### src/rtl/aiq_pkg.sv
package aiq_pkg;
  // width of a counter that must hold the value n
  function automatic int unsigned cnt_w(input int unsigned n);
    return (n < 1) ? 1 : $clog2(n + 1);
  endfunction
endpackage

### src/rtl/aiq_sync.sv
module aiq_sync #(
  parameter int unsigned W = 1
) (
  input  logic         clk_i,
  input  logic         rst_ni,
  input  logic [W-1:0] d_i,
  output logic [W-1:0] q_o
);
  logic [W-1:0] s1_q, s2_q;

  always_ff @(posedge clk_i or negedge rst_ni) begin
    if (!rst_ni) begin
      s1_q <= '0;
      s2_q <= '0;
    end else begin
      s1_q <= d_i;
      s2_q <= s1_q;
    end
  end

  assign q_o = s2_q;
endmodule

### src/rtl/aiq_level_qual.sv
module aiq_level_qual #(
  parameter int unsigned MIN_HI = 2
) (
  input  logic clk_i,
  input  logic rst_ni,
  input  logic s_i,
  output logic lvl_o,
  output logic rej_o
);
  localparam int unsigned CW = aiq_pkg::cnt_w(MIN_HI);
  localparam logic [CW-1:0] HI_TOP = CW'(MIN_HI);

  logic [CW-1:0] cnt_q;

  always_ff @(posedge clk_i or negedge rst_ni) begin
    if (!rst_ni)               cnt_q <= '0;
    else if (!s_i)             cnt_q <= '0;
    else if (cnt_q != HI_TOP)  cnt_q <= cnt_q + 1'b1;
  end

  assign lvl_o = (cnt_q == HI_TOP);
  // run ended before reaching the qualifying length
  assign rej_o = !s_i && (cnt_q != '0) && (cnt_q != HI_TOP);
endmodule

### src/rtl/aiq_edge_qual.sv
module aiq_edge_qual #(
  parameter int unsigned MIN_LO = 2,
  parameter int unsigned MIN_HI = 2
) (
  input  logic clk_i,
  input  logic rst_ni,
  input  logic s_i,
  output logic pulse_o,
  output logic rej_o
);
  localparam int unsigned LW = aiq_pkg::cnt_w(MIN_LO);
  localparam int unsigned HW = aiq_pkg::cnt_w(MIN_HI);
  localparam logic [LW-1:0] LO_TOP  = LW'(MIN_LO);
  localparam logic [HW-1:0] HI_TOP  = HW'(MIN_HI);
  localparam logic [HW-1:0] HI_LAST = HW'(MIN_HI - 1);

  logic [LW-1:0] lo_q;
  logic [HW-1:0] hi_q;
  logic          cand_q;
  logic          pls_q;
  logic          armed_lo, armed_now, fire;

  assign armed_lo  = (lo_q == LO_TOP);
  // candidate status is decided at the rising sample and then held
  assign armed_now = (hi_q == '0) ? armed_lo : cand_q;
  assign fire      = s_i && armed_now && (hi_q == HI_LAST);

  always_ff @(posedge clk_i or negedge rst_ni) begin
    if (!rst_ni) begin
      lo_q   <= '0;
      hi_q   <= '0;
      cand_q <= 1'b0;
      pls_q  <= 1'b0;
    end else begin
      pls_q <= fire;
      if (s_i) begin
        lo_q   <= '0;
        cand_q <= armed_now;
        if (hi_q != HI_TOP) hi_q <= hi_q + 1'b1;
      end else begin
        hi_q   <= '0;
        cand_q <= 1'b0;
        if (lo_q != LO_TOP) lo_q <= lo_q + 1'b1;
      end
    end
  end

  assign pulse_o = pls_q;
  assign rej_o   = s_i ? ((hi_q == '0) && !armed_lo)
                       : (cand_q && (hi_q != '0) && (hi_q != HI_TOP));
endmodule

### src/rtl/aiq_flags.sv
module aiq_flags #(
  parameter int unsigned W = 1
) (
  input  logic         clk_i,
  input  logic         rst_ni,
  input  logic [W-1:0] set_i,
  input  logic [W-1:0] clr_i,
  output logic [W-1:0] flg_o
);
  logic [W-1:0] flg_q;

  always_ff @(posedge clk_i or negedge rst_ni) begin
    if (!rst_ni) flg_q <= '0;
    else         flg_q <= (flg_q & ~clr_i) | set_i;
  end

  assign flg_o = flg_q;
endmodule

### src/rtl/async_input_qualifier.sv
module async_input_qualifier #(
  parameter int unsigned N_LVL    = 4,
  parameter int unsigned N_EDG    = 4,
  parameter int unsigned MIN_LO   = 2,
  parameter int unsigned MIN_HI   = 2,
  parameter int unsigned MASK_IDX = 3
) (
  input  logic                   clk_i,
  input  logic                   rst_ni,
  input  logic [N_LVL-1:0]       lvl_n_i,
  input  logic [N_EDG-1:0]       edg_n_i,
  input  logic                   cfg_mask_i,
  input  logic [N_LVL+N_EDG-1:0] glitch_clr_i,
  output logic [N_LVL-1:0]       lvl_o,
  output logic [N_EDG-1:0]       edg_o,
  output logic [N_LVL+N_EDG-1:0] glitch_o
);
  localparam int unsigned NG = N_LVL + N_EDG;

  logic [NG-1:0]    s;
  logic [NG-1:0]    rej;
  logic [N_LVL-1:0] lq, lrej;

  // invert to active-high before synchronising; reset value reads as negated
  aiq_sync #(.W(NG)) u_sync (
    .clk_i  (clk_i),
    .rst_ni (rst_ni),
    .d_i    ({~edg_n_i, ~lvl_n_i}),
    .q_o    (s)
  );

  for (genvar i = 0; i < N_LVL; i++) begin : g_lvl
    aiq_level_qual #(.MIN_HI(MIN_HI)) u_lq (
      .clk_i  (clk_i),
      .rst_ni (rst_ni),
      .s_i    (s[i]),
      .lvl_o  (lq[i]),
      .rej_o  (lrej[i])
    );
    if (i == MASK_IDX) begin : g_mask
      assign lvl_o[i] = lq[i] | cfg_mask_i;
      assign rej[i]   = lrej[i] & ~cfg_mask_i;
    end else begin : g_plain
      assign lvl_o[i] = lq[i];
      assign rej[i]   = lrej[i];
    end
  end

  for (genvar j = 0; j < N_EDG; j++) begin : g_edg
    aiq_edge_qual #(.MIN_LO(MIN_LO), .MIN_HI(MIN_HI)) u_eq (
      .clk_i   (clk_i),
      .rst_ni  (rst_ni),
      .s_i     (s[N_LVL+j]),
      .pulse_o (edg_o[j]),
      .rej_o   (rej[N_LVL+j])
    );
  end

  aiq_flags #(.W(NG)) u_flags (
    .clk_i  (clk_i),
    .rst_ni (rst_ni),
    .set_i  (rej),
    .clr_i  (glitch_clr_i),
    .flg_o  (glitch_o)
  );
endmodule

### config.mk
export PLATFORM = sky130hd
export DESIGN_NAME = async_input_qualifier
export DESIGN_NICKNAME = d
export VERILOG_FILES = /design/src/rtl/aiq_pkg.sv /design/src/rtl/aiq_sync.sv /design/src/rtl/aiq_level_qual.sv /design/src/rtl/aiq_edge_qual.sv /design/src/rtl/aiq_flags.sv /design/src/rtl/async_input_qualifier.sv
export SDC_FILE = /design/constraint.sdc
export NUM_CORES = 1
export LEC_CHECK = 0
export ABC_AREA = 0
export BUFFER_PORTS_ARGS = -buffer_cell sky130_fd_sc_hd__buf_2
export CAP_MARGIN = 20
export CORE_MARGIN = 4
export CORE_UTILIZATION = 30
export CTS_CLUSTER_DIAMETER = 80
export DETAILED_ROUTE_END_ITERATION = 7
export PLACE_DENSITY = 0.47
export REMOVE_ABC_BUFFERS = 1
export SLEW_MARGIN = 40
export SYNTH_ARGS = -nofsm -noshare
export SYNTH_HDL_FRONTEND = slang
export SYNTH_SLANG_ARGS = --single-unit
### constraint.sdc
create_clock -name clk_i -period 2.9 [get_ports clk_i]
set_input_delay 0.435 -clock clk_i [delete_from_list [all_inputs] [get_ports clk_i]]
set_output_delay 0.435 -clock clk_i [all_outputs]
set_load 0.01 [all_outputs]
==> reports/metrics.cfg, run 1 <==
[drt]
drt_wl_total_mm=3.62
drc=0
first_pass_iters=4
drtAntennaViolNets=0
drt_iter0_markers=20
via_count=1371
vias_per_cell=4.03
wire_per_inst_microns=10.7

[clock_network]
clkTransAtPathRegs_ns=0.09
cts_buffers=5
ctsHtreeMaxLevel=2
clk_latency_ns=0.30
clkSinkCount=56
cts_tree=done
clockBufferDepth=2
cts-hold-fix-buffers=0
post_cts_buffers=0
clock-root-buffer=clkbuf_8
ctsResizeCount=0

[yosys]
ys.flop_type=dfrtp_1
netlist_instances=204
ys_ff_latch=56
syn-cell-area_sq_mm=0.00245
synth_edf_count=0
ys_types=24
yosys_warnings=0
synth-async-reset-ratio_pct=100
yosysSeqAreaShare_pct=57.1
avgSynthCellArea_sq_um=12.0

[sta]
slew_headroom_pct=73.3
tightest_slew_ns=0.400
hold_viol_final=0
final-max-slew-violation-count=0
setup_violations=0
timing.hold.ws_ns=0.127
finalCritPeriodShare_pct=63.2
skew_ns=0.00635
finalCriticalPeriod_ns=1.83
rsz0062_at_grt=false
fmax_mhz=546
timing.setup.tns_ns=0

[setup_path]
slowest_delay_ns=0.37
crit_chain=inv_1 > ha_1 > or2_2 > buf_2
path_max_fanout=3
worstSetupStartpointType=flip-flop
cpMaxStageDelayCell=dfrtp_1
cp_top_family=flip-flops
path_class=flip-flop to primary output
crit_buf_inv=2
required_ns=2.47
worstPathArrival_ns=1.40
end_kind=primary output

[grt]
antenna_found_initial=0
groute.usage.overall_pct=8.23
grt_pass1_wl_mm=6.44
grt_pass1_vias=1418
grt_max_degree=32
grt.overflow.total=0

[power_and_ir_drop]
irDropWorstVdd_mv=0.211
p_leak_nw=1.41
pwr_density_cell_mw_per_mm2=843

[cells_and_area]
n_fill_cell=820
n_antenna_cell=0
area_delta_synth_final_pct=13.4
stdcell_count=340
finalInstanceArea_sq_mm=0.00278
drive_above_1_share_pct=21.0
nNetsFinal=281
fin_util_pct=35.5

[floorplanning]
rows=32
fp.dieH_microns=98.5
core-area_sq_mm=0.00785
dieArea_sq_mm=0.00969
fp.dieW_microns=98.5
pin_count=35
start_util_pct=31.3

[run_status]
status=complete, no violations

[place]
gp_congestion=0.681
hpwl_mm=2.68
port-buffer-count=34
dpl_cell_area_sq_mm=0.00272
dp.cells=335

[hold_path]
hold_class=input pin to asynchronous set/reset pin

[flow_run]
cap_viol_max_count=0

state kept, by name, summed over array words and instances (netlist names):
register            count
g_edg.u_eq.lo_q         8
u_flags.flg_o           8
u_sync.s1_q             8
g_lvl.u_lq.cnt_q        8
g_edg.u_eq.pulse_o      4
g_edg.u_eq.hi_q         8
g_edg.u_eq.cand_q       4
u_sync.q_o              8
worst register-to-register path, cell delays in order (launching register included):
cell	delay, ns
dfrtp_1	0.39
inv_1	0.07
ha_1	0.25
or4b_1	0.55
o211ai_2	0.09
path summary, 6_finish.rpt:
path / startpoint / endpoint / slack (ns) / cells past startpoint
hold reg to reg: u_sync.s1_q[3] / u_sync.q_o[3] / 0.35 / 0
setup reg to reg: g_edg[1].u_eq.hi_q[0] / u_flags.flg_o[5] / 1.49 / 4
min in group clk_i: edg_n_i[2] / u_sync.s1_q[6] / 0.26 / 2
setup / recovery: g_lvl[3].u_lq.cnt_q[0] / lvl_o[3] / 1.07 / 4
max in group asynchronous: rst_ni / u_sync.q_o[7] / 2.45 / 2
hold / removal: rst_ni / u_sync.q_o[3] / 0.13 / 2
area by class of cell:
type / instances / area (sq um) / area share, %
inverters: 33 / 124 / 4.45
multi-input cells: 108 / 877 / 31.5
flip-flops and latches: 56 / 1400 / 50.3
well taps: 102 / 128 / 4.58
clock buffers: 5 / 68.8 / 2.47
repair buffers: 36 / 185 / 6.65
per-layer routing:
metal / track usage (%) / share of wire, % / vias up
li1: - / - / 708
met1: 10.6 / 47 / 633
met2: 12.7 / 45 / 25
met3: 3.04 / 5.9 / 5
met4: 3.15 / 1.8 / 0
met5: 0 / 0 / -
cell usage after synthesis, drive strengths merged, types with 2 or more instances:
master	n	area share (%)
and2	7	1.8
ha	22	11
nor2	6	0.92
o211ai	2	1.0
a21oi	5	1.0
and3b	3	1.1
mux2i	9	3.7
or2	7	1.8
o32ai	2	0.71
nand2	10	1.5
xor2	5	1.8
or4b	3	1.2
nor2b	8	2.0
dfrtp	56	57
xnor2	7	2.5
buf	7	2.1
inv	33	5.0
a21boi	2	0.61
o22ai	2	0.51
nand2b	4	1.0
metrics by stage:
step                setup WS, ns  total power, W
floorplan                   1.53         0.00178
global placement            1.41         0.00199
detailed placement          1.39         0.00200
CTS                         1.04         0.00241
global route               0.961         0.00258
finish                      1.07         0.00235
power by group:
part / internal [W] / leakage [nW] / switching [W]
Sequential: 0.000992 / 0.707 / 0.000132
Combinational: 0.000433 / 0.663 / 0.000412
Clock: 0.000157 / 0.0359 / 0.000222
Total: 0.00158 / 1.41 / 0.000766
cells by family after synthesis:
logic type | count (synthesis) | share of synthesized area, %
buffers and inverters | 40 | 7.19
AO/OA/AOI/OAI | 16 | 4.89
AND/OR/NAND/NOR | 49 | 11.7
multiplexers | 9 | 3.67
flip-flops | 56 | 57.1
XOR/XNOR | 12 | 4.28
adder cells (fa/ha/maj) | 22 | 11.2
cells in the final DEF (no fill, tap or decap), drive strengths merged, types with 3 or more instances in the layout:
| cell type | synthesis | layout |
|---|---|---|
| nor2 | 6 | 6 |
| buf | 7 | 36 |
| or2 | 7 | 7 |
| xnor2 | 7 | 7 |
| and2 | 7 | 7 |
| xor2 | 5 | 5 |
| nand2 | 10 | 10 |
| ha | 22 | 22 |
| clkbuf | 0 | 5 |
| inv | 33 | 33 |
| nand2b | 4 | 4 |
| a21oi | 5 | 5 |
| nor2b | 8 | 8 |
| or4b | 3 | 3 |
| and3b | 3 | 3 |
| mux2i | 9 | 9 |
| dfrtp | 56 | 56 |
No activity file was read; power rests on OpenSTA's default activity.
==> run 2, diff against run 1 <==
--- a/config.mk
+++ b/config.mk
@@ -5,14 +5,14 @@
 export SDC_FILE = /design/constraint.sdc
 export NUM_CORES = 1
 export LEC_CHECK = 0
-export ABC_AREA = 0
+export ABC_AREA = 1
 export BUFFER_PORTS_ARGS = -buffer_cell sky130_fd_sc_hd__buf_2
 export CAP_MARGIN = 20
 export CORE_MARGIN = 4
 export CORE_UTILIZATION = 30
 export CTS_CLUSTER_DIAMETER = 80
 export DETAILED_ROUTE_END_ITERATION = 7
-export PLACE_DENSITY = 0.47
+export PLACE_DENSITY = 0.49
 export REMOVE_ABC_BUFFERS = 1
 export SLEW_MARGIN = 40
 export SYNTH_ARGS = -nofsm -noshare
==> constraint.sdc (replaced) <==
create_clock -name clk_i -period 1.5 [get_ports clk_i]
set_input_delay 0.225 -clock clk_i [delete_from_list [all_inputs] [get_ports clk_i]]
set_output_delay 0.225 -clock clk_i [all_outputs]
set_load 0.01 [all_outputs]
==> reports/metrics.cfg, run 2 <==
[drt]
via_count=1646  ; +20%
drc=0  ; unchanged
drtAntennaViolNets=0  ; unchanged
vias_per_cell=4.03  ; about the same
drt_wl_total_mm=3.73  ; +3.0%
drt_iter0_markers=67  ; +240%
first_pass_iters=4  ; unchanged
wire_per_inst_microns=9.14  ; -14%

[cells_and_area]
drive_above_1_share_pct=14.4  ; -6.6 points
nNetsFinal=347  ; +23%
n_fill_cell=798  ; -2.7%
final_cell_mix=inv_1 (66), dfrtp_1 (56), nand2_1 (35)
area_delta_synth_final_pct=15.7
stdcell_count=408  ; +20%
n_antenna_cell=0  ; unchanged
multiInputGateArea_sq_um=785  ; -11%
ff_latch_area_sq_mm=0.00140  ; unchanged
fin_util_pct=36.5  ; +1.1 points
layout_commonest_cell=inv_1

[floorplanning]
fp.dieH_microns=99.1  ; +0.65%
rows=32  ; unchanged
core-area_sq_mm=0.00789  ; +0.51%
fp.dieW_microns=99.1  ; +0.65%
pin_count=35  ; unchanged
dieArea_sq_mm=0.00982  ; +1.3%
start_util_pct=31.6  ; +0.29 points

[yosys]
synth-async-reset-ratio_pct=100  ; unchanged
yosys_warnings=0  ; unchanged
synth_edf_count=0  ; unchanged
synth_top_area_cell=dfrtp_1
synthTopCellsByCount=inv_1 (67), dfrtp_1 (56), nand2_1 (35)
yosysMostFrequentCell=inv_1
avgSynthCellArea_sq_um=9.26  ; -23%
ys_types=10  ; -58%
ys.flop_type=dfrtp_1
synthTopCellsByArea=dfrtp_1 (56%), ha_1 (11%), inv_1 (10%)
yosysSeqAreaShare_pct=56.3  ; -0.80 points
syn-cell-area_sq_mm=0.00249  ; +1.4%
netlist_instances=269  ; +32%
yosysTopAreaCellShare_pct=56.3  ; -0.80 points
ys_ff_latch=56  ; unchanged

[setup_path]
crit_chain=inv_2 > ha_1 > inv_1 > nand2_1 > buf_2
worstPathArrival_ns=1.17  ; -0.23 ns
required_ns=1.27  ; -1.20 ns
worstSetupStartpointType=flip-flop
cpMaxStageDelayCell=dfrtp_1
slowest_delay_ns=0.34  ; -0.03 ns
path_max_fanout=4  ; +1
path_class=flip-flop to primary output
end_kind=primary output

[clock_network]
cts_buffers=5  ; unchanged
clock-root-buffer=clkbuf_8
clockBufferDepth=2  ; unchanged
ctsHtreeMaxLevel=2  ; unchanged
cts_tree=done
clkTransAtPathRegs_ns=0.10  ; about the same
post_cts_buffers=0  ; unchanged
clk_latency_ns=0.30  ; about the same
clkSinkCount=56  ; unchanged

[place]
port-buffer-count=34  ; unchanged
hpwl_mm=2.87  ; +7.3%
dp.cells=400  ; +19%
gp_congestion=0.727  ; +6.8%

[grt]
grt_max_degree=23  ; -28%
groute.usage.overall_pct=8.33  ; +0.099 points
antenna_found_initial=0  ; unchanged
grt_pass1_wl_mm=6.63  ; +2.9%
grt.overflow.total=0  ; unchanged
grt_pass1_vias=1558  ; +9.9%

[sta]
slew_headroom_pct=71.2  ; -2.2 points
fmax_mhz=714
hold_viol_final=0  ; unchanged
timing.setup.tns_ns=0  ; unchanged
finalCritPeriodShare_pct=93.3
finalCriticalPeriod_ns=1.40
tightest_slew_ns=0.433  ; +0.0323 ns
rsz0062_at_grt=false
setup_violations=0  ; unchanged
final-max-slew-violation-count=0  ; unchanged
skew_ns=0.0104  ; +0.00410 ns

[power_and_ir_drop]
irDropWorstVdd_mv=0.477  ; +130%
p_leak_nw=1.59  ; +13%
pwr_density_cell_mw_per_mm2=1580  ; +87%
total_power_w=0.00454  ; +93%

[run_status]
status=complete, no violations

[hold_path]
hold_class=input pin to flip-flop

[flow_run]
cap_viol_max_count=0  ; unchanged

==> run 2: cell types whose count changed in the layout (fill, tap and decap cells not counted), moves of 4 or more <==
| cell | change |
|---|---|
| o21ai_0 | +14 |
| and2_1 | -7 |
| nor2b_1 | -8 |
| o21ai_1 | +6 |
| nor2_1 | +22 |
| nand2b_1 | -4 |
| a21oi_1 | -5 |
| xor2_1 | -5 |
| nand2_1 | +25 |
| nand3_1 | +32 |
| inv_1 | +33 |
| or2_2 | -7 |
| mux2i_1 | -9 |
| xnor2_1 | -7 |
==> run 2: layer usage <==
metal	GRT usage, %	up-vias	routed length (microns)	share of wire, %
met5	0	-	0	0
met4	4.41	0	76	2.0
met3	2.24	6	204	5.5
met2	12.5	32	1550	41
met1	11.0	722	1900	51
li1	-	886	-	-
==> run 2: kinds of logic after synthesis <==
logic type	share of synthesized area, %
AND/OR/NAND/NOR	15.9
adder cells (fa/ha/maj)	11.1
buffers and inverters	12.2
flip-flops	56.3
AO/OA/AOI/OAI	4.52
==> run 2: stage by stage <==
stage                     hold WS [ns]  setup slack, ns  area [sq um]
after floorplan                -0.0706            0.468          2440
after global placement           0.199            0.428          2780
after detailed placement         0.193            0.417          2780
after CTS                       0.0349           0.0686          2880
after global routing            0.0372           0.0287          2880
final                           0.0452            0.100          2880
==> run 2: repair_timing <==
action	CTS	global route
endpoints found under the setup margin	0	1
gates resized for setup	0	1
hold buffers	1	0
hold endpoints to repair	15	0
==> run 2: final timing paths <==
kind,start,to,slack (ns),depth (start not counted)
max reg2reg,g_edg[3].u_eq.hi_q[0],g_edg[3].u_eq.pulse_o,0.42,6
max,g_lvl[3].u_lq.cnt_q[0],lvl_o[3],0.10,5
max in group asynchronous,rst_ni,g_edg[0].u_eq.lo_q[0],0.65,3
min,edg_n_i[1],u_sync.s1_q[5],0.05,2
min in group asynchronous,rst_ni,u_flags.flg_o[3],0.40,2
min reg2reg,u_sync.s1_q[3],u_sync.q_o[3],0.35,0
==> run 2: final cells by class <==
cell class                      count  share of cell area (%)
Inverter                           67                    8.73
Multi-Input combinational cell    139                    27.2
Sequential cell                    56                    48.6
Clock buffer                        7                    3.34
Tap cell                          102                    4.43
Timing Repair Buffer               37                    7.64
==> run 2: worst max-delay path: cells and delay by family (launching register included) <==
kind                     cells  cell delay [ns]
buffers and inverters        3             0.28
AND/OR/NAND/NOR              1             0.06
adder cells (fa/ha/maj)      1             0.20
flip-flops                   1             0.34
==> run 2: report_power, final <==
group | total, W | switching [W] | internal (W)
Clock | 0.000865 | 0.000453 | 0.000412
Sequential | 0.00211 | 0.000190 | 0.00192
Combinational | 0.00157 | 0.000938 | 0.000631
